--- config.mk ---
export PLATFORM = sky130hd
export DESIGN_NAME = csr_wr_hazard
export DESIGN_NICKNAME = d
export VERILOG_FILES = /design/src/rtl/hcu_pkg.sv /design/src/rtl/hcu_decode.sv /design/src/rtl/hcu_track.sv /design/src/rtl/hcu_restart.sv /design/src/rtl/csr_wr_hazard.sv
export SDC_FILE = /design/constraint.sdc
export NUM_CORES = 1
export LEC_CHECK = 0
export ABC_AREA = 1
export BUFFER_PORTS_ARGS = -buffer_cell sky130_fd_sc_hd__buf_2
export CAP_MARGIN = 30
export CORE_MARGIN = 4
export CORE_UTILIZATION = 55
export CTS_CLUSTER_SIZE = 20
export DETAILED_ROUTE_END_ITERATION = 8
export GPL_TIMING_DRIVEN = 0
export PLACE_DENSITY = 0.8
export SYNTH_ARGS = -nofsm -noshare
export SYNTH_HDL_FRONTEND = slang
export SYNTH_SLANG_ARGS = --single-unit
--- constraint.sdc ---
create_clock -name clk -period 3.1 [get_ports clk]
set_input_delay 0.465 -clock clk [delete_from_list [all_inputs] [get_ports clk]]
set_output_delay 0.465 -clock clk [all_outputs]
set_load 0.03 [all_outputs]
--- src/rtl/hcu_pkg.sv ---
`timescale 1ns/1ps
package hcu_pkg;

   typedef enum logic [2:0] {
      CLS_PLAIN   = 3'd0,
      CLS_LONGMEM = 3'd1,
      CLS_INDIR   = 3'd2,
      CLS_INDBR   = 3'd3,
      CLS_SYSINIT = 3'd4,
      CLS_COPROC  = 3'd5,
      CLS_RSV6    = 3'd6,
      CLS_RSV7    = 3'd7
   } icls_e;

   typedef enum logic [1:0] {
      WM_OTHER0 = 2'd0,
      WM_POP    = 2'd1,
      WM_IMM    = 2'd2,
      WM_OTHER3 = 2'd3
   } wmode_e;

   // classes that read the address path and must wait for a fast-path writer
   function automatic logic cls_sensitive(input icls_e c);
      case (c)
         CLS_LONGMEM, CLS_INDIR, CLS_SYSINIT, CLS_COPROC: return 1'b1;
         default:                                         return 1'b0;
      endcase
   endfunction

   function automatic logic mode_fast(input wmode_e m);
      return (m == WM_POP) || (m == WM_IMM);
   endfunction

endpackage

--- src/rtl/hcu_decode.sv ---
`timescale 1ns/1ps
module hcu_decode #(
   parameter int RID_W = 4,
   parameter int CPU_N = 8
) (
   input  logic [2:0]       cls,
   input  logic [1:0]       mode,
   input  logic [RID_W-1:0] dst,
   output logic             sens,
   output logic             fast,
   output logic             cpu
);
   import hcu_pkg::*;

   localparam logic [RID_W:0] CPU_LIM = (RID_W+1)'(CPU_N);

   always_comb begin
      sens = cls_sensitive(icls_e'(cls));
      fast = mode_fast(wmode_e'(mode));
      cpu  = ({1'b0, dst} < CPU_LIM);
   end

endmodule

--- src/rtl/hcu_track.sv ---
`timescale 1ns/1ps
module hcu_track #(
   parameter int AW   = 16,
   parameter int NSTG = 3,
   parameter int CW   = 2
) (
   input  logic          clk,
   input  logic          rst_n,
   input  logic          flush,
   input  logic          push,
   input  logic          push_cpu,
   input  logic          push_fast,
   input  logic [AW-1:0] push_pc,
   output logic          ex_cpu,
   output logic [AW-1:0] ex_pc,
   output logic [CW-1:0] fcnt,
   output logic [CW-1:0] scnt
);

   localparam int LAST = NSTG - 1;

   logic          s_vld  [NSTG];
   logic          s_cpu  [NSTG];
   logic          s_fast [NSTG];
   logic [AW-1:0] s_pc   [NSTG];

   logic ret_fast, ret_slow;
   logic inc_fast, inc_slow;

   always_comb begin
      ret_fast = s_vld[LAST] &&  s_fast[LAST];
      ret_slow = s_vld[LAST] && !s_fast[LAST];
      inc_fast = push &&  push_fast;
      inc_slow = push && !push_fast;
      ex_cpu   = s_vld[LAST] && s_cpu[LAST];
      ex_pc    = s_pc[LAST];
   end

   // shadow of the writers between Decode and the end of Execute
   always_ff @(posedge clk or negedge rst_n) begin
      if (!rst_n) begin
         for (int i = 0; i < NSTG; i++) begin
            s_vld[i]  <= 1'b0;
            s_cpu[i]  <= 1'b0;
            s_fast[i] <= 1'b0;
            s_pc[i]   <= '0;
         end
      end else if (flush) begin
         for (int i = 0; i < NSTG; i++) begin
            s_vld[i] <= 1'b0;
         end
      end else begin
         for (int i = NSTG - 1; i > 0; i--) begin
            s_vld[i]  <= s_vld[i-1];
            s_cpu[i]  <= s_cpu[i-1];
            s_fast[i] <= s_fast[i-1];
            s_pc[i]   <= s_pc[i-1];
         end
         s_vld[0]  <= push;
         s_cpu[0]  <= push_cpu;
         s_fast[0] <= push_fast;
         s_pc[0]   <= push_pc;
      end
   end

   // pending-writer counters, one per hold policy
   always_ff @(posedge clk or negedge rst_n) begin
      if (!rst_n) begin
         fcnt <= '0;
         scnt <= '0;
      end else if (flush) begin
         fcnt <= '0;
         scnt <= '0;
      end else begin
         fcnt <= fcnt + CW'(inc_fast) - CW'(ret_fast);
         scnt <= scnt + CW'(inc_slow) - CW'(ret_slow);
      end
   end

endmodule

--- src/rtl/hcu_restart.sv ---
`timescale 1ns/1ps
module hcu_restart #(
   parameter int AW          = 16,
   parameter bit RESTART_REG = 1'b1
) (
   input  logic          clk,
   input  logic          rst_n,
   input  logic          flush,
   input  logic [AW-1:0] flush_pc,
   output logic          req,
   output logic [AW-1:0] pc
);

   if (RESTART_REG) begin : g_reg
      always_ff @(posedge clk or negedge rst_n) begin
         if (!rst_n) begin
            req <= 1'b0;
            pc  <= '0;
         end else begin
            req <= flush;
            if (flush) pc <= flush_pc;
         end
      end
   end else begin : g_comb
      logic unused_ck;
      assign unused_ck = clk ^ rst_n;
      assign req = flush;
      assign pc  = flush_pc;
   end

endmodule

--- src/rtl/csr_wr_hazard.sv ---
`timescale 1ns/1ps
module csr_wr_hazard #(
   parameter int AW          = 16,
   parameter int RID_W       = 4,
   parameter int CPU_N       = 8,
   parameter int NSTG        = 3,
   parameter bit RESTART_REG = 1'b1
) (
   input  logic             clk,
   input  logic             rst_n,
   input  logic             dec_vld,
   input  logic [2:0]       dec_cls,
   input  logic             dec_wr,
   input  logic [RID_W-1:0] dec_dst,
   input  logic [1:0]       dec_mode,
   input  logic [AW-1:0]    dec_nxt_pc,
   output logic             dec_hold,
   output logic             flush_pipe,
   output logic             flush_pref,
   output logic             restart_req,
   output logic [AW-1:0]    restart_pc
);

   localparam int CW = $clog2(NSTG + 1);

   if (NSTG < 1) begin : g_bad_nstg
      $error("NSTG must be at least 1");
   end
   if (CPU_N < 1 || CPU_N >= (1 << RID_W)) begin : g_bad_cpun
      $error("CPU_N must leave both register groups non-empty");
   end
   if (AW < 1) begin : g_bad_aw
      $error("AW must be positive");
   end

   logic          sens, fast, cpu;
   logic          flush, ex_cpu, push;
   logic [AW-1:0] ex_pc;
   logic [CW-1:0] fcnt, scnt;

   hcu_decode #(.RID_W(RID_W), .CPU_N(CPU_N)) u_dec (
      .cls (dec_cls),
      .mode(dec_mode),
      .dst (dec_dst),
      .sens(sens),
      .fast(fast),
      .cpu (cpu)
   );

   always_comb begin
      flush    = ex_cpu;
      dec_hold = dec_vld && !flush &&
                 ((fcnt != '0 && sens) || scnt != '0);
      push     = dec_vld && dec_wr && !dec_hold && !flush;
   end

   hcu_track #(.AW(AW), .NSTG(NSTG), .CW(CW)) u_trk (
      .clk      (clk),
      .rst_n    (rst_n),
      .flush    (flush),
      .push     (push),
      .push_cpu (cpu),
      .push_fast(fast),
      .push_pc  (dec_nxt_pc),
      .ex_cpu   (ex_cpu),
      .ex_pc    (ex_pc),
      .fcnt     (fcnt),
      .scnt     (scnt)
   );

   hcu_restart #(.AW(AW), .RESTART_REG(RESTART_REG)) u_rst (
      .clk     (clk),
      .rst_n   (rst_n),
      .flush   (flush),
      .flush_pc(ex_pc),
      .req     (restart_req),
      .pc      (restart_pc)
   );

   assign flush_pipe = flush;
   assign flush_pref = flush;

endmodule

==> results.md <==
* Most frequent cells in the layout: 123 x nand2_1, 78 x dfrtp_1, 49 x buf_2
* Inserted Diodes at 0
* Routed Antenna Nets at 0
* WP data required at 2.63 ns
* First-pass GRT wire length at 9450 µm
* Drt wl/cell at 12.7 µm
* Final hold slack at 0.311 ns
* Clock Latency Late Sink at 0.35 ns
* P per Cell Area at 557 mW/mm²
* Layout cells sized above 1 at 20.9%
* Slew Viols, Final at 0
* CTS max path bufs at 2
* Post-synthesis cell type count at 18
* Synth Area in XOR/XNOR at 1.47%
* Hpwl dp at 3850 µm
* Die X at 81.7 µm
* Main combinational cell family by area after synthesis: simple AND/OR/NAND/NOR gates
* Post-Synth Simple-Gate Area at 17.5%
* Max-slew headroom at 73.0%
* Fin cells at 444
* Mux cell area share after synthesis at 0%
* Die Area at 0.00668 mm²
* Final hold violation count at 0
* Leakage at 0.00202 µW
* Synth warn at 0
* Commonest non-fill, non-tap cell in the layout: nand2_1
* Post-cts resize count at 0
* Crit path DAT at 1.53 ns
* Max Clk Rate at 502 MHz
* Vias per cell at 4.75
* Worst-path clk slew at 0.07 ns
* Worst Tran Pin Value at 0.405 ns
* CTS Buf Count at 9
* Peak VDD IR at 0.000296 V
* Nets at 402
* Syn nets at 344
* Status: completed
* Initial antenna violation count at 0
* Startpoint types: flip-flop
* Layout area overhead at 19.3%
* Vias in the first global route at 2107
* Grt ovf at 0
* Final Skew at 0.00787 ns
* Critical Path End Type: primary output
* GRT Util Overall at 19.3%
* Post-route DRC at 0
* Yosys reg bits at 78
* Routed WL at 5650 µm
* Complex-gate fraction of the synthesized area at 6.53%
* Endpoints failing setup at 0
* H-tree lvl count at 3
* CTS sink count at 78
* Vias post-DR at 2110
* Setup TNS Final at 0 ns
* Synthesized netlist cell count at 311
* Die height at 81.7 µm
* Starting density of the core at 57.8%
* Port buffer count at 45
* Critical Path Fanout Max at 12
* CTS tree: yes
* Register area share after synthesis at 65.3%
* Core Rows at 26
* Fin crit share at 64.3%
* Worst setup margin at 1.11 ns
* Placed cells at 427
* Max-Cap Viols at 0
* CTS root buf: clkbuf_8
* 1st-pass router iterations at 4
* Crit Path Category: reg2out
* Unrepaired setup endpoints after global routing: false
* Largest net degree at the start of global routing at 78
* Top Ports at 49
* Initial DRC Count at 195
* Final min period at 1.99 ns
* Hold Crit Class: in2reg
* Dpl ws at 1.46 ns
* Adder-cell share of the synthesized area at 1.67%
* Core Area at 0.00517 mm²
* Avg Cell Area, Syn at 9.61 µm²
* Fin util at 68.9%
* Post-Syn Area at 0.00299 mm²
* GP Congestion at 0.768
cell usage after synthesis:
master,n,area share (%)
buf_6,3,1.1
o21ai_0,33,5.5
nor2_1,12,1.5
ha_1,4,1.7
nand2_1,123,15
xor2_1,2,0.59
buf_4,5,1.3
a21oi_1,1,0.17
inv_2,1,0.13
clkbuf_1,1,0.13
dfrtp_1,78,65
buf_2,5,0.84
nand2_2,1,0.21
xnor2_1,3,0.88
nand3_1,1,0.17
o21ai_1,5,0.84
or2_2,1,0.21
inv_1,32,4.0
through the flow:
step | cell area (µm²) | total power (µW)
after floorplan | 2990 | 1120
after global placement | 3300 | 1160
after detailed placement | 3330 | 1170
after CTS | 3560 | 2000
after global routing | 3560 | 2060
final | 3560 | 1980
path summary, 6_finish.rpt:
kind	from	end	slack (ns)	cells after the start
worst max register to register	u_trk.s_vld[0]$_DFF_PN0_	u_trk.fcnt[1]$_DFF_PN0_	1.60	8
worst min-delay path	dec_dst[3]	u_trk.s_cpu[2]$_DFFE_PN0N_	0.31	2
max in group asynchronous	rst_n	u_trk.ex_pc[10]$_DFFE_PN0N_	2.12	3
min in group asynchronous	rst_n	u_rst.pc[15]$_DFFE_PN0P_	0.45	2
worst max-delay path	u_trk.s_vld[0]$_DFF_PN0_	flush_pref	1.11	5
worst min register to register	u_trk.ex_pc[8]$_DFFE_PN0N_	u_rst.pc[8]$_DFFE_PN0P_	0.47	2
logic make-up (layout without fill, tap and decap cells):
family / count (synthesis) / after routing
buf+inv: 47 / 110
xor+xnor: 5 / 5
fa+ha+maj: 4 / 4
flops: 78 / 78
compound gates: 39 / 39
simple gates: 138 / 138
registers in the layout, indices dropped and copies added (netlist names):
signal and cells:
u_trk.fcnt 2, u_trk.scnt 2, u_rst.pc 16, u_rst.req 1, u_trk.s_fast 3, u_trk.s_vld 3
u_trk.ex_pc 16, u_trk.s_pc 32, u_trk.s_cpu 3
critical path, stage by stage, from the launching register on:
cell and delay, ns:
dfrtp_1 0.40, nand2_2 0.12, inv_2 0.16, buf_4 0.20
buf_4 0.12, buf_2 0.18
repair_timing:
action                    CTS  global route
hold endpoints to repair    1             0
hold buffers                1             0
setup buffers               0             0
report_power, final:
| part | switching [µW] | total, µW | leakage, µW | internal (µW) |
|---|---|---|---|---|
| Combinational | 49.6 | 83.7 | 0.000952 | 34.1 |
| Clock | 376 | 832 | 0.000109 | 456 |
| Sequential | 14.7 | 1070 | 0.000954 | 1050 |
| Total | 440 | 1980 | 0.00202 | 1540 |
area by class of cell:
type | instances | area (µm²)
fill | 384 | 1610
inverter | 33 | 124
timing repair buffer | 47 | 265
multi-input combinational | 186 | 813
clock buffer | 9 | 124
clock inverter | 7 | 98.8
buffer | 14 | 100
tap | 70 | 87.6
sequential | 78 | 1950
per-layer routing:
layer | vias to the layer above | GRT usage [%] | share of wire [%]
li1 | 1061 | - | -
met4 | 0 | 9.30 | 1.9
met1 | 998 | 22.3 | 42
met2 | 42 | 33.7 | 51
met5 | - | 0 | 0
met3 | 9 | 4.39 | 4.3
Note: power is estimated with default switching activity, not from simulation.
